$ cat src/rtl/irq_route_pkg.sv
package irq_route_pkg;

  typedef enum logic [1:0] {
    MODE_LOW  = 2'b00,
    MODE_FALL = 2'b01,
    MODE_RISE = 2'b10,
    MODE_BOTH = 2'b11
  } trig_mode_e;

  // Edge qualifier for a programmable pin
  function automatic logic pin_edge(trig_mode_e m, logic cur, logic old);
    case (m)
      MODE_FALL: return old & ~cur;
      MODE_RISE: return cur & ~old;
      MODE_BOTH: return cur ^ old;
      default:   return 1'b0;
    endcase
  endfunction

endpackage

$ cat src/rtl/irq_sync.sv
module irq_sync #(
  parameter int W      = 1,
  parameter int STAGES = 2
) (
  input  logic         clk,
  input  logic         rst,
  input  logic [W-1:0] d,
  output logic [W-1:0] q
);

  logic [W-1:0] stg [STAGES];

  always_ff @(posedge clk) begin
    if (rst) begin
      for (int s = 0; s < STAGES; s++) stg[s] <= '0;
    end else begin
      stg[0] <= d;
      for (int s = 1; s < STAGES; s++) stg[s] <= stg[s-1];
    end
  end

  assign q = stg[STAGES-1];

endmodule

$ cat src/rtl/irq_detect.sv
module irq_detect
  import irq_route_pkg::*;
#(
  parameter int              N_PIN      = 6,
  parameter int              N_PERI     = 4,
  parameter logic [N_PERI-1:0] PERI_LEVEL = '0,
  localparam int             N_SRC      = N_PIN + N_PERI
) (
  input  logic               clk,
  input  logic               rst,
  input  logic [N_SRC-1:0]   smp,
  input  logic [2*N_PIN-1:0] pin_mode,
  output logic [N_SRC-1:0]   edge_hit,
  output logic [N_SRC-1:0]   lvl_sel,
  output logic [N_SRC-1:0]   lvl_act
);

  logic [N_SRC-1:0] prev;

  always_ff @(posedge clk) begin
    if (rst) prev <= '0;
    else     prev <= smp;
  end

  for (genvar i = 0; i < N_SRC; i++) begin : g_src
    if (i < N_PIN) begin : g_pin
      trig_mode_e m;
      assign m           = trig_mode_e'(pin_mode[2*i +: 2]);
      assign lvl_sel[i]  = (m == MODE_LOW);
      assign lvl_act[i]  = ~smp[i];
      assign edge_hit[i] = pin_edge(m, smp[i], prev[i]);
    end else begin : g_peri
      localparam bit IS_LVL = PERI_LEVEL[i-N_PIN];
      assign lvl_sel[i]  = IS_LVL;
      assign lvl_act[i]  = smp[i];
      assign edge_hit[i] = !IS_LVL && smp[i] && !prev[i];
    end
  end

endmodule

$ cat src/rtl/irq_flag.sv
module irq_flag #(
  parameter int N = 10
) (
  input  logic         clk,
  input  logic         rst,
  input  logic [N-1:0] edge_hit,
  input  logic [N-1:0] lvl_sel,
  input  logic [N-1:0] lvl_act,
  input  logic [N-1:0] clr,
  output logic [N-1:0] pend
);

  always_ff @(posedge clk) begin
    if (rst) begin
      pend <= '0;
    end else begin
      for (int i = 0; i < N; i++) begin
        if (lvl_sel[i])       pend[i] <= lvl_act[i];
        else if (edge_hit[i]) pend[i] <= 1'b1;
        else if (clr[i])      pend[i] <= 1'b0;
      end
    end
  end

endmodule

$ cat src/rtl/irq_steer.sv
module irq_steer #(
  parameter int N   = 10,
  parameter int IDW = 4
) (
  input  logic           clk,
  input  logic           rst,
  input  logic [N-1:0]   pend,
  input  logic [N-1:0]   src_en,
  input  logic [N-1:0]   src_dst,
  input  logic           cpu_ack_vld,
  input  logic [IDW-1:0] cpu_ack_id,
  input  logic           xfer_ack_vld,
  input  logic [IDW-1:0] xfer_ack_id,
  input  logic [N-1:0]   sw_we,
  input  logic [N-1:0]   sw_wd,
  output logic [N-1:0]   clr,
  output logic           cpu_irq,
  output logic           xfer_trig
);

  logic [N-1:0] cpu_take;
  logic [N-1:0] xfer_take;

  for (genvar i = 0; i < N; i++) begin : g_dec
    assign cpu_take[i]  = cpu_ack_vld  && (cpu_ack_id  == IDW'(i)) && !src_dst[i];
    assign xfer_take[i] = xfer_ack_vld && (xfer_ack_id == IDW'(i)) &&  src_dst[i];
  end

  assign clr = cpu_take | xfer_take | (sw_we & ~sw_wd);

  always_ff @(posedge clk) begin
    if (rst) begin
      cpu_irq   <= 1'b0;
      xfer_trig <= 1'b0;
    end else begin
      cpu_irq   <= |(pend & src_en & ~src_dst);
      xfer_trig <= |(pend & src_en &  src_dst);
    end
  end

endmodule

$ cat src/rtl/irq_route_top.sv
module irq_route_top #(
  parameter int                N_PIN      = 6,
  parameter int                N_PERI     = 4,
  parameter int                PIN_SYNC   = 2,
  parameter logic [N_PERI-1:0] PERI_LEVEL = 4'b1010,
  localparam int               N_SRC      = N_PIN + N_PERI,
  localparam int               IDW        = $clog2(N_SRC)
) (
  input  logic               clk,
  input  logic               rst,
  input  logic [N_PIN-1:0]   pin_in,
  input  logic [N_PERI-1:0]  peri_in,
  input  logic [2*N_PIN-1:0] pin_mode,
  input  logic [N_SRC-1:0]   src_en,
  input  logic [N_SRC-1:0]   src_dst,
  input  logic               cpu_ack_vld,
  input  logic [IDW-1:0]     cpu_ack_id,
  input  logic               xfer_ack_vld,
  input  logic [IDW-1:0]     xfer_ack_id,
  input  logic [N_SRC-1:0]   sw_we,
  input  logic [N_SRC-1:0]   sw_wd,
  output logic [N_SRC-1:0]   pend,
  output logic               cpu_irq,
  output logic               xfer_trig
);

  logic [N_PIN-1:0]  pin_s;
  logic [N_PERI-1:0] peri_s;
  logic [N_SRC-1:0]  edge_hit;
  logic [N_SRC-1:0]  lvl_sel;
  logic [N_SRC-1:0]  lvl_act;
  logic [N_SRC-1:0]  clr;

  irq_sync #(.W(N_PIN), .STAGES(PIN_SYNC)) u_pin_sync (
    .clk(clk), .rst(rst), .d(pin_in), .q(pin_s)
  );

  irq_sync #(.W(N_PERI), .STAGES(1)) u_peri_reg (
    .clk(clk), .rst(rst), .d(peri_in), .q(peri_s)
  );

  irq_detect #(.N_PIN(N_PIN), .N_PERI(N_PERI), .PERI_LEVEL(PERI_LEVEL)) u_detect (
    .clk(clk), .rst(rst), .smp({peri_s, pin_s}), .pin_mode(pin_mode),
    .edge_hit(edge_hit), .lvl_sel(lvl_sel), .lvl_act(lvl_act)
  );

  irq_flag #(.N(N_SRC)) u_flag (
    .clk(clk), .rst(rst), .edge_hit(edge_hit), .lvl_sel(lvl_sel),
    .lvl_act(lvl_act), .clr(clr), .pend(pend)
  );

  irq_steer #(.N(N_SRC), .IDW(IDW)) u_steer (
    .clk(clk), .rst(rst), .pend(pend), .src_en(src_en), .src_dst(src_dst),
    .cpu_ack_vld(cpu_ack_vld), .cpu_ack_id(cpu_ack_id),
    .xfer_ack_vld(xfer_ack_vld), .xfer_ack_id(xfer_ack_id),
    .sw_we(sw_we), .sw_wd(sw_wd), .clr(clr),
    .cpu_irq(cpu_irq), .xfer_trig(xfer_trig)
  );

endmodule

$ cat config.mk
export PLATFORM = sky130hd
export DESIGN_NAME = irq_route_top
export DESIGN_NICKNAME = d
export VERILOG_FILES = /design/src/rtl/irq_route_pkg.sv /design/src/rtl/irq_sync.sv /design/src/rtl/irq_detect.sv /design/src/rtl/irq_flag.sv /design/src/rtl/irq_steer.sv /design/src/rtl/irq_route_top.sv
export SDC_FILE = /design/constraint.sdc
export NUM_CORES = 1
export LEC_CHECK = 0
export BUFFER_PORTS_ARGS = -buffer_cell sky130_fd_sc_hd__buf_2
export CORE_ASPECT_RATIO = 0.75
export CORE_MARGIN = 2
export CORE_UTILIZATION = 49
export CTS_CLUSTER_DIAMETER = 30
export DETAILED_ROUTE_END_ITERATION = 8
export PLACE_DENSITY = 0.8
export SLEW_MARGIN = 5
export SYNTH_ARGS = -nofsm -noshare
export SYNTH_HDL_FRONTEND = slang
export SYNTH_HIERARCHICAL = 1
export SYNTH_SLANG_ARGS = --single-unit
$ cat constraint.sdc
create_clock -name clk -period 1.6 [get_ports clk]
set_clock_uncertainty 0.15 [all_clocks]
set_input_delay 0.16 -clock clk [delete_from_list [all_inputs] [get_ports clk]]
set_output_delay 0.16 -clock clk [all_outputs]
set_load 0.005 [all_outputs]
==> impl_metrics.ini, run 1 <==
[drt]
wl_per_cell_um = 12.8
routed_wl_mm = 5.17
via_count = 2020
viasPerCell = 5.01
route.detailed.drc = 0
antenna_left = 0
detail_route.first_pass.iterations = 4
drtIter0Drc = 80

[finish]
area_delta_synth_final_pct = 26.5
drive_above_1_share = 0.393
antenna-diode-count = 0
nNetsFinal = 431

[job]
drv_cap = 0

[timing]
drv_slew = 0
setup_viol = 0
setup_ws_ns = 0.116
fin_crit_sh = 0.928
fin_crit_ns = 1.48
finalSetupTns_ns = 0
rsz0062_at_grt = no
finalHoldViolCount = 0
clock.fmax_mhz = 674

[synthesis]
syn_area_um2 = 2280
syn_area_per_cell_um2 = 8.99
yosys_register_bits = 36
ys_types = 36
synth-seq-area-share = 0.315
synth_cells = 254
ys_warn_count = 6

[min_path]
worstHoldPathCells = 4
hp-start = src_en[6]
min_path_type = primary input to flop
min_to = u_steer/xfer_trig

[pwr]
ir_drop_v = 0.000624
p_per_area_nw_per_um2 = 760
leakagePower_nw = 1.31

[clock_network]
cts_tree = yes
clock-sinks = 36
clock_path_buffers = 2
h-tree-depth = 2
clockRootBuffer = clkbuf_8
path_clk_slew_ns = 0.07
cts_buffers = 5
postCtsSetupRepairBufs = 0
clk_latency_ns = 0.28

[setup_path]
critPathMostFrequentCell = o21ai_1
critical_path_buf_inv_count = 1
cp.depth = 7
r2r-end = u_flag/pend[1]
cp_top_family = compound AO/OA/AOI/OAI gates
cp-start-kind = flop
r2r-start = u_pin_sync/stg[0][7]
max_stage_delay_ns = 0.34
crit_chain = inv_1 -> ha_1 -> nor2b_1 -> o21ai_1 -> o21ai_1 -> nor2_1 -> a221oi_2
worst_ep_arrival_time_ns = 1.54
crit_path_top_delay_cell = dfxtp_1
rr_worst_depth = 7
critical_path_class = flop to flop
crit_path_end_kind = flop
crit_fanout = 3
cp.required_ns = 1.65
reg2reg_slack_ns = 0.12

[grt]
grt_use_total = 0.206
gr-total-overflow = 0
antenna_found_initial = 0
grt_pass1_vias = 2010
grt_max_degree = 19
grt_pass1_wl_mm = 8.65

[die]
rows = 21
core_um2 = 4470
die_x_um = 82.8
dieArea_um2 = 5230
initial_core_util = 0.511
die_h_um = 63.1
io_pins = 86

[place]
post-place-ws_ns = 0.129
dp_hpwl_mm = 4.18
port_buffers = 85
gp_congestion = 0.863

[outcome]
outcome = finished, final reports clean
how the worst max path moves through the flow:
stage,startpoint,end,slack (ns)
after global routing,u_pin_sync/stg[0][9],u_flag/pend[3],0.003
after CTS,u_pin_sync/stg[0][7],u_flag/pend[1],0.11
final,u_pin_sync/stg[0][7],u_flag/pend[1],0.12
after detailed placement,cpu_ack_vld,u_flag/pend[0],0.13
after floorplan,u_pin_sync/stg[0][11],u_flag/pend[5],0.17
after global placement,cpu_ack_id[2],u_flag/pend[1],0.16
logic make-up (layout without fill, tap and decap cells):
kind of cell / Yosys count / count (layout) / share of synthesized area
AND/OR/NAND/NOR: 125 / 125 / 0.351
buffers and inverters: 41 / 129 / 0.100
AO/OA/AOI/OAI: 38 / 38 / 0.164
flip-flops: 36 / 36 / 0.315
adder cells (fa/ha/maj): 12 / 12 / 0.0657
other: 2 / 6 / 0.00329
synthesized netlist by cell type:
library cell,number,share of area
dfxtp_1,36,0.32
inv_1,23,0.038
nor2_1,23,0.038
nor2b_1,23,0.063
nand3_1,17,0.037
buf_4,16,0.053
nand2_1,16,0.026
ha_1,12,0.066
a221oi_2,10,0.066
nand2b_4,10,0.060
o21ai_1,10,0.022
nand2b_1,9,0.025
nor2b_2,8,0.031
nand3b_1,5,0.016
o22ai_1,3,0.0082
o311ai_0,3,0.012
o311ai_2,3,0.021
a311o_1,2,0.0088
and2b_2,2,0.0077
and3b_1,2,0.0077
buf_6,2,0.0099
conb_1,2,0.0033
nand4_1,2,0.0055
nor2b_4,2,0.012
nor4_1,2,0.0055
a311o_2,1,0.0049
and3_1,1,0.0027
nor3b_1,1,0.0033
nor4_2,1,0.0055
o2111ai_1,1,0.0038
o211ai_1,1,0.0033
o21ai_0,1,0.0022
o311ai_1,1,0.0038
o31a_1,1,0.0038
o41a_1,1,0.0049
or3b_4,1,0.0049
report_power, final:
part           switching, mW  internal, mW
Clock                  0.325         0.461
Sequential            0.0428         0.948
Combinational          0.190         0.230
layer usage:
| layer | track usage | wire length (µm) | up-vias |
|---|---|---|---|
| met4 | 0.0635 | 62 | 0 |
| met3 | 0.0773 | 444 | 8 |
| met2 | 0.342 | 2380 | 68 |
| met5 | 0 | 0 | - |
| met1 | 0.248 | 2280 | 912 |
| li1 | - | - | 1032 |
cell type report:
type | count | area, µm²
clock inverters | 3 | 42.5
well taps | 57 | 71.3
clock buffers | 5 | 68.8
fillers | 402 | 1580
repair buffers | 98 | 548
flip-flops and latches | 36 | 723
multi-input cells | 181 | 1350
inverters | 23 | 86.3
through the flow:
stage                     instance area [µm²]  hold WS [ns]  instances   util  power, mW
after global placement                   2680         0.218        385  0.599       1.40
after global routing                     2890         0.114        403  0.647       2.32
after floorplan                          2300        0.0767        258      -       1.25
after CTS                                2890        0.0874        403  0.646       2.22
after detailed placement                 2680         0.225        385  0.599       1.41
final                                    2890        0.0957        403  0.647       2.20
cells in the final DEF, fill, tap and decap left out, drive strengths merged, types with 7 or more instances in the layout:
cell type,n
dfxtp,36
nand2b,19
nand2,16
nor2,23
dlygate4sd3,10
o21ai,11
inv,23
buf,88
ha,12
o311ai,7
nand3,17
a221oi,10
nor2b,33
registers in the layout, indices dropped and copies added, names as in the netlist:
name,count
u_pin_sync/stg,12
u_flag/pend,10
u_detect/prev,8
u_peri_reg/stg,4
u_steer/cpu_irq,1
u_steer/xfer_trig,1
worst reg2reg max path, cell delays in order (launching register included):
cell and delay [ns]:
dfxtp_1 0.34, inv_1 0.07, ha_1 0.30, nor2b_1 0.11
o21ai_1 0.07, o21ai_1 0.07, nor2_1 0.06, a221oi_2 0.23
timing repair:
| action | in CTS | in global routing |
|---|---|---|
| hold buffers | 10 | 0 |
| endpoints found under the setup margin | 0 | 2 |
| gates resized for setup | 0 | 2 |
| hold endpoints to repair | 10 | 0 |
(Power assumes the default switching activity.)
==> run 2: changes to the inputs <==
- RECOVER_POWER: not set -> 100
==> impl_metrics.ini, run 2 (same netlist as run 1, synthesis figures left out) <==
[clock_network]
cts_tree = yes
path_clk_slew_ns = 0.07
h-tree-depth = 2
clock-sinks = 36
clockRootBuffer = clkbuf_8
cts_buffers = 5
clock_path_buffers = 2
clk_latency_ns = 0.29

[finish]
antenna-diode-count = 0
final_common_cell = buf_2
regMostFlops = u_pin_sync/stg
nNetsFinal = 431
design_area_um2 = 2850
fin_cells = 403
area_delta_synth_final_pct = 24.9
reg_top3 = u_pin_sync/stg (12), u_flag/pend (10), u_detect/prev (8)
final_cell_mix = 78 x buf_2, 34 x dfxtp_1, 23 x inv_1, 23 x nor2_1, 23 x nor2b_1
largest_reg_flops = 12
drive_above_1_share = 0.358

[outcome]
outcome = finished, final reports clean

[drt]
wl_per_cell_um = 12.9
detail_route.first_pass.iterations = 4
antenna_left = 0
drtIter0Drc = 76
routed_wl_mm = 5.18
via_count = 2024
viasPerCell = 5.02
route.detailed.drc = 0

[die]
rows = 21
initial_core_util = 0.511
dieArea_um2 = 5230
core_um2 = 4470
io_pins = 86
die_h_um = 63.1
die_x_um = 82.8

[pwr]
ir_drop_v = 0.000624
leakagePower_nw = 1.27
p_per_area_nw_per_um2 = 765
finalPower_mw = 2.18

[grt]
grt_pass1_wl_mm = 8.65
antenna_found_initial = 0
gr-total-overflow = 0
grt_max_degree = 19
grt_use_total = 0.206
grt_pass1_vias = 2010

[timing]
finalSetupTns_ns = 0
drv_slew = 0
clock.fmax_mhz = 668
worstMarginPinSlew_ns = 0.549
fin_crit_sh = 0.935
setup_ws_ns = 0.103
relSlewSlack = 0.634
finalHoldViolCount = 0
setup_viol = 0
rsz0062_at_grt = no
fin_crit_ns = 1.50

[place]
dp.cells = 385
place_area_um2 = 2680
post-place-ws_ns = 0.129
port_buffers = 85
dp_hpwl_mm = 4.18
gp_congestion = 0.863

[min_path]
worstHoldPathCells = 4
min_to = u_steer/xfer_trig
min_path_type = primary input to flop
hp-start = src_en[6]

[setup_path]
crit_fanout = 3
cp.required_ns = 1.65
crit_path_end_kind = flop
crit_start = u_pin_sync/stg[0][7]
reg2reg_slack_ns = 0.10
rr_worst_depth = 7
cp-start-kind = flop
r2r-start = u_pin_sync/stg[0][7]
worst_ep_arrival_time_ns = 1.55
critical_path_class = flop to flop
r2r-end = u_flag/pend[1]

[job]
drv_cap = 0
[run 2: changes by cell type in the layout (fill, tap and decap cells not counted), sizes merged]
cell / before / now
buf: 88 / 78
clkbuf: 5 / 15
[run 2: cell type report]
type	count	area, µm²
inverter	23	86.3
clock buffer	5	68.8
timing repair buffer	98	528
multi-input combinational	181	1330
sequential	36	723
tap	57	71.3
fill	412	1610
clock inverter	3	42.5
[run 2: repair_timing]
action / 4_1_cts / 5_1_grt
buffers inserted: 0 / 0
endpoints found under the hold margin: 10 / 0
resized for setup: 0 / 2
endpoints found under the setup margin: 0 / 2
hold buffers: 10 / 0
[run 2: worst max-delay path by stage]
stage	to	slack, ns	cells after the start
after floorplan	u_flag/pend[5]	0.17	8
after global placement	u_flag/pend[1]	0.16	5
after detailed placement	u_flag/pend[0]	0.13	6
after CTS	u_flag/pend[1]	0.11	7
after global routing	u_flag/pend[3]	0.003	7
final	u_flag/pend[1]	0.10	7
[run 2: critical path, stage by stage, from the launching register on]
cell	delay, ns
dfxtp_1	0.34
inv_1	0.07
ha_1	0.30
nor2b_1	0.10
o21ai_0	0.09
o21ai_1	0.08
nor2_1	0.06
a221oi_2	0.23
[run 2: where the power goes]
| part | switching, mW | internal [mW] |
|---|---|---|
| Clock | 0.323 | 0.461 |
| Combinational | 0.187 | 0.221 |
| Sequential | 0.0431 | 0.948 |
| Total | 0.553 | 1.63 |
[run 2: stage by stage]
stage	hold slack, ns	util
after floorplan	0.0767	-
final	0.0999	0.639
after CTS	0.0874	0.646
after global routing	0.114	0.639
after global placement	0.218	0.599
after detailed placement	0.225	0.599
[run 2: layer usage]
layer  wire length, µm  vias up  track usage
met5                 0        -            0
met4                63        0       0.0635
met2              2380       75        0.342
met3               463        8       0.0773
li1                  -     1036            -
met1              2270      905        0.248
==> run 3: changes to the inputs <==
- CELL_PAD_IN_SITES_DETAIL_PLACEMENT: not set -> 1
- CELL_PAD_IN_SITES_GLOBAL_PLACEMENT: not set -> 1
- CORE_UTILIZATION: 49 -> 36
- PLACE_DENSITY: 0.8 -> not set
- PLACE_DENSITY_LB_ADDON: not set -> 0.1
==> impl_metrics.ini, run 3 (same netlist as run 1, synthesis figures left out) <==
[drt]
route.detailed.drc = 0
wl_per_cell_um = 14.1
drtIter0Drc = 47
routed_wl_mm = 6.04
viasPerCell = 4.82
detail_route.first_pass.iterations = 4
via_count = 2069
antenna_left = 0

[timing]
rsz0062_at_grt = no
drv_slew = 0
clock.fmax_mhz = 671
relSlewSlack = 0.540
finalSetupTns_ns = 0
finalHoldViolCount = 0
worstMarginPinSlew_ns = 0.690
fin_crit_sh = 0.931
fin_crit_ns = 1.49
setup_viol = 0

[grt]
antenna_found_initial = 0
grt_pass1_wl_mm = 9.76
grt_max_degree = 16
grt_use_total = 0.181
grt_pass1_vias = 2066
gr-total-overflow = 0

[pwr]
pwr-share-clk = 0.363
p_sw_frac = 0.261
ir_drop_v = 0.000359
p_seq_frac = 0.449
p_sw_mw = 0.576
p_int_mw = 1.63
finalPower_mw = 2.21
combPwrFrac = 0.189
leakagePower_nw = 1.28
p_per_area_nw_per_um2 = 765

[setup_path]
cp-start-kind = flop
cp.required_ns = 1.66
crit_chain = inv_1 -> ha_1 -> nor2b_1 -> o21ai_0 -> o21ai_1 -> nor2_1 -> a221oi_2
crit_path_end_kind = flop
crit_path_top_delay_cell = dfxtp_1
max_stage_delay_ns = 0.34
worst_ep_arrival_time_ns = 1.55
critical_path_class = flop to flop
crit_fanout = 3
rr_worst_depth = 7

[place]
dp.cells = 410
port_buffers = 85
dp_hpwl_mm = 4.89
gp_congestion = 0.807
place_area_um2 = 2730

[finish]
area_delta_synth_final_pct = 26.3
fin_cells = 429
design_area_um2 = 2890
largest_reg_flops = 12
regMostFlops = u_pin_sync/stg
final_common_cell = buf_2
nNetsFinal = 433
reg_top3 = u_pin_sync/stg (12), u_flag/pend (10), u_detect/prev (8)
drive_above_1_share = 0.359
antenna-diode-count = 0
final_cell_mix = 79 x buf_2, 35 x dfxtp_1, 23 x nor2_1, 23 x nor2b_1, 22 x inv_1

[clock_network]
path_clk_slew_ns = 0.08
clock_path_buffers = 2
cts_buffers = 5
clock-sinks = 36
cts_tree = yes
clockRootBuffer = clkbuf_8
h-tree-depth = 2
clk_latency_ns = 0.29

[outcome]
outcome = finished, final reports clean

[die]
dieArea_um2 = 7010
core_um2 = 6220
die_x_um = 96.0
rows = 25
initial_core_util = 0.367
die_h_um = 73.0
io_pins = 86

[job]
drv_cap = 0

[min_path]
worstHoldPathCells = 2
min_path_type = primary input to flop
run 3: changes by cell type in the layout (fill, tap and decap cells not counted):
cell,before,now
inv_1,23,22
dfxtp_2,2,1
nand2b_4,10,9
buf_4,0,2
dfxtp_1,34,35
buf_2,78,79
clkinvlp_4,1,0
inv_2,0,1
nand2b_1,9,10
run 3: what timing repair did:
item	CTS	global route
endpoints found under the setup margin	0	1
hold endpoints to repair	10	0
hold buffers	10	0
setup buffers	0	1
resized for setup	0	2
run 3: path summary, 6_finish.rpt:
| kind | startpoint | to | slack [ns] |
|---|---|---|---|
| setup reg to reg | u_pin_sync/stg[0][9] | u_flag/pend[3] | 0.11 |
| setup / recovery | u_pin_sync/stg[0][9] | u_flag/pend[3] | 0.11 |
| hold reg to reg | u_pin_sync/stg[0][1] | u_pin_sync/stg[0][7] | 0.29 |
| hold / removal | rst | u_detect/prev[5] | 0.08 |
run 3: layout make-up:
| class | instances | area [µm²] |
|---|---|---|
| Clock inverter | 2 | 35.0 |
| Fill cell | 809 | 3340 |
| Multi-Input combinational cell | 181 | 1330 |
| Sequential cell | 36 | 722 |
| Timing Repair Buffer | 100 | 544 |
| Clock buffer | 6 | 72.6 |
| Tap cell | 81 | 101 |
| Inverter | 23 | 86.3 |
run 3: power groups by stage:
| stage | Combinational [mW] | Clock, mW | Sequential (mW) |
|---|---|---|---|
| after floorplan | 0.241 | 0 | 1.01 |
| after detailed placement | 0.415 | 0 | 1.01 |
| after global placement | 0.409 | 0 | 1.01 |
| after CTS | 0.437 | 0.843 | 0.992 |
| final | 0.417 | 0.801 | 0.991 |
| after global routing | 0.466 | 0.873 | 0.998 |
run 3: routing by layer:
metal | part of all wire | track usage
met1 | 0.47 | 0.239
met2 | 0.46 | 0.302
met3 | 0.068 | 0.0403
met4 | 0.0088 | 0.0429
met5 | 0 | 0
run 3: per-stage QoR:
step	utilization	hold slack (ns)	setup WS (ns)
global placement	0.438	0.218	0.114
floorplan	-	0.0767	0.167
finish	0.464	0.0842	0.110
global route	0.464	0.112	0.00143
CTS	0.471	0.0996	0.0505
detailed placement	0.438	0.224	0.0671
run 3: worst max-delay path, delay by kind of cell, from the launching register on:
family,cells,cell delay (ns)
AOI/OAI and AO/OA,3,0.38
DFF,1,0.34
adders and majority gates,1,0.29
and+or+nand+nor,2,0.17
buffers and inverters,1,0.07
